===== config.mk =====
export PLATFORM = sky130hd
export DESIGN_NAME = mc_sequencer
export DESIGN_NICKNAME = d
export VERILOG_FILES = /design/src/rtl/mc_pkg.sv /design/src/rtl/mc_ustore.sv /design/src/rtl/mc_jump_table.sv /design/src/rtl/mc_addr_sel.sv /design/src/rtl/mc_sequencer.sv
export SDC_FILE = /design/constraint.sdc
export NUM_CORES = 1
export LEC_CHECK = 0
export BUFFER_PORTS_ARGS = -buffer_cell sky130_fd_sc_hd__buf_2
export CAP_MARGIN = 20
export CORE_AREA = 8 8 45 47
export DETAILED_ROUTE_END_ITERATION = 8
export DIE_AREA = 0 0 53 55
export GPL_ROUTABILITY_DRIVEN = 1
export GPL_TIMING_DRIVEN = 0
export HOLD_SLACK_MARGIN = 0.02
export PLACE_DENSITY_LB_ADDON = 0.15
export SLEW_MARGIN = 20
export SYNTH_ARGS = -nofsm -noshare
export SYNTH_HDL_FRONTEND = slang
export SYNTH_HIERARCHICAL = 1
export SYNTH_SLANG_ARGS = --single-unit
export TNS_END_PERCENT = 100

===== constraint.sdc =====
create_clock -name clk -period 3 [get_ports clk]
set_clock_uncertainty 0.05 [all_clocks]
set_input_delay 0.3 -clock clk [delete_from_list [all_inputs] [get_ports clk]]
set_output_delay 0.3 -clock clk [all_outputs]
set_load 0.01 [all_outputs]

===== src/rtl/mc_pkg.sv =====
// Package: shared widths, opcode encodings and the control word layout
// for the microprogrammed sequencer. Assumes the 6-bit opcode encoding
// listed in the requirements.
package mc_pkg;
    parameter int OPC_W = 6;
    parameter int NUM_UADDR = 10;
    localparam int UA_W = $clog2(NUM_UADDR);
    localparam int SEQ_W = 2;

    localparam logic [OPC_W-1:0] OP_RTYPE = 6'h00;
    localparam logic [OPC_W-1:0] OP_JUMP  = 6'h02;
    localparam logic [OPC_W-1:0] OP_BEQ   = 6'h04;
    localparam logic [OPC_W-1:0] OP_LOAD  = 6'h23;
    localparam logic [OPC_W-1:0] OP_STORE = 6'h2B;

    // Micro-addresses
    localparam logic [UA_W-1:0] UA_FETCH = 4'd0;
    localparam logic [UA_W-1:0] UA_DECODE = 4'd1;
    localparam logic [UA_W-1:0] UA_MADDR = 4'd2;
    localparam logic [UA_W-1:0] UA_MREAD = 4'd3;
    localparam logic [UA_W-1:0] UA_LDWB = 4'd4;
    localparam logic [UA_W-1:0] UA_STWR = 4'd5;
    localparam logic [UA_W-1:0] UA_EXEC = 4'd6;
    localparam logic [UA_W-1:0] UA_RWB = 4'd7;
    localparam logic [UA_W-1:0] UA_BRANCH = 4'd8;
    localparam logic [UA_W-1:0] UA_JUMP = 4'd9;

    // Sequencing field encodings
    typedef enum logic [SEQ_W-1:0] {
        SEQ_FETCH = 2'd0,
        SEQ_TBL1  = 2'd1,
        SEQ_TBL2  = 2'd2,
        SEQ_NEXT  = 2'd3
    } seq_ctl_e;

    typedef struct packed {
        logic       pc_load;
        logic       pc_load_if_eq;
        logic       addr_from_alu;
        logic       mem_rd;
        logic       mem_wr;
        logic       instr_load;
        logic       wb_from_mem;
        logic [1:0] pc_next_sel;
        logic [1:0] alu_mode;
        logic [1:0] alu_b_sel;
        logic       alu_a_sel;
        logic       rf_write;
        logic       rf_dest_rd;
    } ctrl_t;

    typedef struct packed {
        ctrl_t    ctrl;
        seq_ctl_e seq;
    } uword_t;
endpackage


===== src/rtl/mc_ustore.sv =====
// Microcode store: maps a micro-address to its microword.
// Assumes unused addresses hold an all-zero word that returns to fetch.
module mc_ustore
    import mc_pkg::*;
(
    input  logic [UA_W-1:0] uaddr,
    output uword_t          word
);
    // Constant store contents, one microword per address
    always_comb begin
        word = '0;
        word.seq = SEQ_FETCH;
        case (uaddr)
            UA_FETCH: begin
                word.ctrl.mem_rd     = 1'b1;
                word.ctrl.instr_load = 1'b1;
                word.ctrl.pc_load    = 1'b1;
                word.ctrl.alu_b_sel  = 2'b01;
                word.seq             = SEQ_NEXT;
            end
            UA_DECODE: begin
                word.ctrl.alu_b_sel = 2'b11;
                word.seq            = SEQ_TBL1;
            end
            UA_MADDR: begin
                word.ctrl.alu_a_sel = 1'b1;
                word.ctrl.alu_b_sel = 2'b10;
                word.seq            = SEQ_TBL2;
            end
            UA_MREAD: begin
                word.ctrl.mem_rd        = 1'b1;
                word.ctrl.addr_from_alu = 1'b1;
                word.seq                = SEQ_NEXT;
            end
            UA_LDWB: begin
                word.ctrl.rf_write    = 1'b1;
                word.ctrl.wb_from_mem = 1'b1;
            end
            UA_STWR: begin
                word.ctrl.mem_wr        = 1'b1;
                word.ctrl.addr_from_alu = 1'b1;
            end
            UA_EXEC: begin
                word.ctrl.alu_a_sel = 1'b1;
                word.ctrl.alu_mode  = 2'b10;
                word.seq            = SEQ_NEXT;
            end
            UA_RWB: begin
                word.ctrl.rf_write   = 1'b1;
                word.ctrl.rf_dest_rd = 1'b1;
            end
            UA_BRANCH: begin
                word.ctrl.alu_a_sel     = 1'b1;
                word.ctrl.alu_mode      = 2'b01;
                word.ctrl.pc_load_if_eq = 1'b1;
                word.ctrl.pc_next_sel   = 2'b01;
            end
            UA_JUMP: begin
                word.ctrl.pc_load     = 1'b1;
                word.ctrl.pc_next_sel = 2'b10;
            end
            default: word = '0;
        endcase
    end
endmodule


===== src/rtl/mc_jump_table.sv =====
// Opcode-indexed jump table. TABLE picks the variant:
//   1 = after-decode table,
//   2 = after-address-compute table.
// Assumes opcodes that are absent from a table map to fetch.
module mc_jump_table
    import mc_pkg::*;
#(
    parameter int TABLE = 1
) (
    input  logic [OPC_W-1:0] opcode,
    output logic [UA_W-1:0]  target
);
    generate
        if (TABLE == 1) begin : g_decode_tbl
            // Route each instruction class to its first execution step
            always_comb begin
                case (opcode)
                    OP_RTYPE: target = UA_EXEC;
                    OP_JUMP:  target = UA_JUMP;
                    OP_BEQ:   target = UA_BRANCH;
                    OP_LOAD,
                    OP_STORE: target = UA_MADDR;
                    default:  target = UA_FETCH;
                endcase
            end
        end else begin : g_mem_tbl
            // Split memory instructions into read or write paths
            always_comb begin
                case (opcode)
                    OP_LOAD:  target = UA_MREAD;
                    OP_STORE: target = UA_STWR;
                    default:  target = UA_FETCH;
                endcase
            end
        end
    endgenerate
endmodule


===== src/rtl/mc_addr_sel.sv =====
// Next micro-address select: a four-way choice of fetch, table 1,
// table 2 or the incremented address, steered by the sequencing field.
// Assumes the store never asks to advance past its last word.
module mc_addr_sel
    import mc_pkg::*;
(
    input  seq_ctl_e        seq,
    input  logic [UA_W-1:0] cur,
    input  logic [UA_W-1:0] tbl1,
    input  logic [UA_W-1:0] tbl2,
    output logic [UA_W-1:0] nxt
);
    logic [UA_W-1:0] inc;

    // Sequential successor of the current address
    assign inc = cur + 1'b1;

    // Four-way next-address choice
    always_comb begin
        case (seq)
            SEQ_TBL1: nxt = tbl1;
            SEQ_TBL2: nxt = tbl2;
            SEQ_NEXT: nxt = inc;
            default:  nxt = UA_FETCH;
        endcase
    end
endmodule


===== src/rtl/mc_sequencer.sv =====
// Top: microprogrammed control sequencer. Holds the micro-address
// register and drives the datapath controls from the store word.
// Assumes opcode is stable from decode to the end of the instruction.
module mc_sequencer
    import mc_pkg::*;
(
    input  logic             clk,
    input  logic             rst_n,
    input  logic [OPC_W-1:0] opcode,
    output logic             pc_load,
    output logic             pc_load_if_eq,
    output logic             addr_from_alu,
    output logic             mem_rd,
    output logic             mem_wr,
    output logic             instr_load,
    output logic             wb_from_mem,
    output logic [1:0]       pc_next_sel,
    output logic [1:0]       alu_mode,
    output logic [1:0]       alu_b_sel,
    output logic             alu_a_sel,
    output logic             rf_write,
    output logic             rf_dest_rd
);
    logic [UA_W-1:0] uaddr;
    logic [UA_W-1:0] uaddr_nxt;
    logic [UA_W-1:0] tbl1_tgt;
    logic [UA_W-1:0] tbl2_tgt;
    uword_t          word;

    mc_ustore u_store (
        .uaddr (uaddr),
        .word  (word)
    );

    mc_jump_table #(.TABLE(1)) u_tbl1 (
        .opcode (opcode),
        .target (tbl1_tgt)
    );

    mc_jump_table #(.TABLE(2)) u_tbl2 (
        .opcode (opcode),
        .target (tbl2_tgt)
    );

    mc_addr_sel u_sel (
        .seq  (word.seq),
        .cur  (uaddr),
        .tbl1 (tbl1_tgt),
        .tbl2 (tbl2_tgt),
        .nxt  (uaddr_nxt)
    );

    // Micro-address register with synchronous reset to fetch
    always_ff @(posedge clk) begin
        if (!rst_n) uaddr <= UA_FETCH;
        else        uaddr <= uaddr_nxt;
    end

    // Unpack the control bits onto the ports
    assign pc_load       = word.ctrl.pc_load;
    assign pc_load_if_eq = word.ctrl.pc_load_if_eq;
    assign addr_from_alu = word.ctrl.addr_from_alu;
    assign mem_rd        = word.ctrl.mem_rd;
    assign mem_wr        = word.ctrl.mem_wr;
    assign instr_load    = word.ctrl.instr_load;
    assign wb_from_mem   = word.ctrl.wb_from_mem;
    assign pc_next_sel   = word.ctrl.pc_next_sel;
    assign alu_mode      = word.ctrl.alu_mode;
    assign alu_b_sel     = word.ctrl.alu_b_sel;
    assign alu_a_sel     = word.ctrl.alu_a_sel;
    assign rf_write      = word.ctrl.rf_write;
    assign rf_dest_rd    = word.ctrl.rf_dest_rd;
endmodule


==> impl_metrics.toml <==
[route]
vias_per_cell = 5.170
avgRoutedWirePerCell_microns = 11.79
firstDrtPassIters = 4
totalWireLength_microns = 1320
final_antenna_net_count = 0
drt_iter0_drc = 10
vias = 579
drc = 0

[timing]
worst_slew_pin_slew_ns = 0.5558
rsz0062_at_grt = "false"
setup_viol = 0
hold_viol_final = 0
period_share = 0.6336
finalMaxSlewViolations = 0
fmax_mhz = 526.1
tns_ns = 0
slew_headroom = 0.6189
min_period_ns = 1.901

[grt]
antenna_found_initial = 0
grt_pass1_wl_microns = 2187
grt_pass1_vias = 521
grt_start_max_net_pins = 11
grt_use_total = 0.09547
grt-ovfl-total = 0

[finish]
top_regs = "uaddr x4"
antenna_cells = 0
final_nets = 107
largest-register = "uaddr"
drive_above_1_share = 0.4167
area.growth.synth_to_final_pct = 27.45
final_cells = 112
largest_reg_flops = 4

[yosys]
yosysUniqueCellTypes = 38
synthArstFlopShare = 0
synth_top_area_share = 0.1394
yosys_warnings = 6
synth_edf_count = 0
syn-cell-area_sq_um = 574.3
ys_ff_latch = 4
syn-instance-count = 70
yosysSeqAreaShare = 0.1394
synth.area.top_cells = "dfxtp_1, nor3_1, xor2_1"
synth_fp_nets = 79
yosysTopAreaCell = "dfxtp_1"
synth_ff_type = "dfxtp_1"
syn_avg_cell_area_sq_um = 8.204

[power]
leakage_nw = 0.3819
seq_power_share = 0.135
p_switching_uw = 387.6
ir_drop_uv = 447.6
p_comb_frac = 0.784
intPower_uw = 415.6
p_per_area_nw_per_um2 = 1097
switching_share = 0.4826
p_clk_frac = 0.081

[placed_design]
io_buffers = 23
place_inst = 109
finalWeightedCongestion = 0.6882
hpwl_microns = 1015

[setup_path]
rrSetupSlack_ns = 1.10
critPathArrivalTime_ns = 1.98
crit_path_start_kind = "flip-flop"
r2r_start = "uaddr[2]"
crit_start = "uaddr[2]"
end_kind = "flip-flop"
cp.required_ns = 3.08
crit_fanout = 10
path_class = "flip-flop to flip-flop"

[die]
initial_core_util = 0.4150
die_x_microns = 53
rows = 14
die_h_microns = 55
coreArea_sq_um = 1384
ios = 24
dieArea_sq_um = 2915

[cts]
clk_latency_ns = 0.23
cts_num_sinks = 4
cts_inserted_buffers = 3
clockBufferDepth = 2
cts_root_buffer = "clkbuf_4"
cts_tree = "yes"
cts_hold_buf = 0
cts_resized = 0
clkTransAtPathRegs_ns = 0.04
cts_setup_buffers = 0
htreeDepth = 1

[job]
maxCapViolations = 0

[min_path]
hp-class = "input port to flip-flop"
min-delay-start = "rst_n"

[status]
status = "finished clean"
placed cells by master, fill, tap and decap left out:
master	netlist	routed
nor4b_2	2	2
inv_1	2	2
or3_4	1	1
nor2_1	4	4
dfxtp_1	4	4
xor2_1	4	4
or2_1	1	1
o21ai_1	1	1
nand4b_4	1	1
conb_1	1	1
nor3_1	7	7
a21o_1	1	1
nor4_1	1	1
and2_1	4	4
a22o_1	2	2
a31o_1	1	1
and4_1	1	1
nor3b_2	1	1
nand3_1	2	2
xnor2_1	2	2
mux2i_1	2	2
nor2b_1	1	1
a21oi_1	2	2
or4_1	1	1
and3_1	1	1
and3b_1	1	1
nand2_1	2	2
a211oi_2	1	1
clkbuf_4	0	3
nor2b_4	1	1
o21bai_1	1	1
nand2b_1	2	2
ha_1	1	1
nor4b_1	2	2
nor3b_1	1	1
mux2_4	1	1
buf_4	3	3
buf_2	3	26
o21ai_0	1	1
per-stage QoR:
step	utilization	hold WS [ns]	total power [mW]	worst slack, ns	instance area (sq um)
after floorplan	-	0.3717	0.5636	1.276	574.3
after global placement	0.5127	0.4896	0.7394	1.090	709.4
after detailed placement	0.5127	0.4930	0.7404	1.113	709.4
after CTS	0.5289	0.2553	0.8131	1.088	732.0
after global routing	0.5289	0.2561	0.8863	0.8963	732.0
final	0.5289	0.2556	0.8032	1.099	732.0
logic make-up (layout without fill, tap and decap cells):
family	count (synthesis)	in the layout	synth area share
simple gates	37	37	0.4728
compound gates	10	10	0.1285
buf+inv	8	34	0.07843
xor+xnor	6	6	0.09150
flops	4	4	0.1394
mux	3	3	0.06100
fa+ha+maj	1	1	0.02178
other cells	1	1	0.006530
critical path, stage by stage, from the launching register on:
cell	delay (ns)
dfxtp_1	0.38
buf_2	0.25
nand2b_1	0.15
mux2i_1	0.47
nor2b_4	0.09
a22o_1	0.26
and2_1	0.15
area by class of cell:
class	count	area (sq um)
buffer	6	37.54
clock buffer	3	22.52
fill	142	651.9
inverter	2	7.507
multi-input combinational	58	449.2
sequential	4	80.08
tap	16	20.02
timing repair buffer	23	115.1
power groups by stage:
stage | Combinational [mW] | Clock (mW) | Sequential, mW
global placement | 0.631 | 0 | 0.108
detailed placement | 0.633 | 0 | 0.108
global route | 0.702 | 0.0739 | 0.111
finish | 0.630 | 0.0651 | 0.108
floorplan | 0.463 | 0 | 0.100
CTS | 0.638 | 0.0683 | 0.107
metal layers:
| layer | share of wire | routed length [microns] | vias to the layer above | track usage |
|---|---|---|---|---|
| met1 | 0.45 | 588 | 257 | 0.1165 |
| met2 | 0.45 | 591 | 18 | 0.1504 |
| met3 | 0.11 | 140 | 0 | 0.04011 |
| met5 | 0 | 0 | - | 0 |
| li1 | - | - | 304 | - |
| met4 | 0 | 0 | 0 | 0.02586 |
cell usage after synthesis (2+ instances only):
| cell type | n |
|---|---|
| nor3_1 | 7 |
| and2_1 | 4 |
| dfxtp_1 | 4 |
| nor2_1 | 4 |
| xor2_1 | 4 |
| buf_2 | 3 |
| buf_4 | 3 |
| a21oi_1 | 2 |
| a22o_1 | 2 |
| inv_1 | 2 |
| mux2i_1 | 2 |
| nand2_1 | 2 |
| nand2b_1 | 2 |
| nand3_1 | 2 |
| nor4b_1 | 2 |
| nor4b_2 | 2 |
| xnor2_1 | 2 |
path summary, 6_finish.rpt:
kind,to,cells past startpoint
max,uaddr[0],6
min,uaddr[3],2
max reg2reg,uaddr[0],6
min reg2reg,uaddr[3],3
Power figures use the tool's default switching activity.
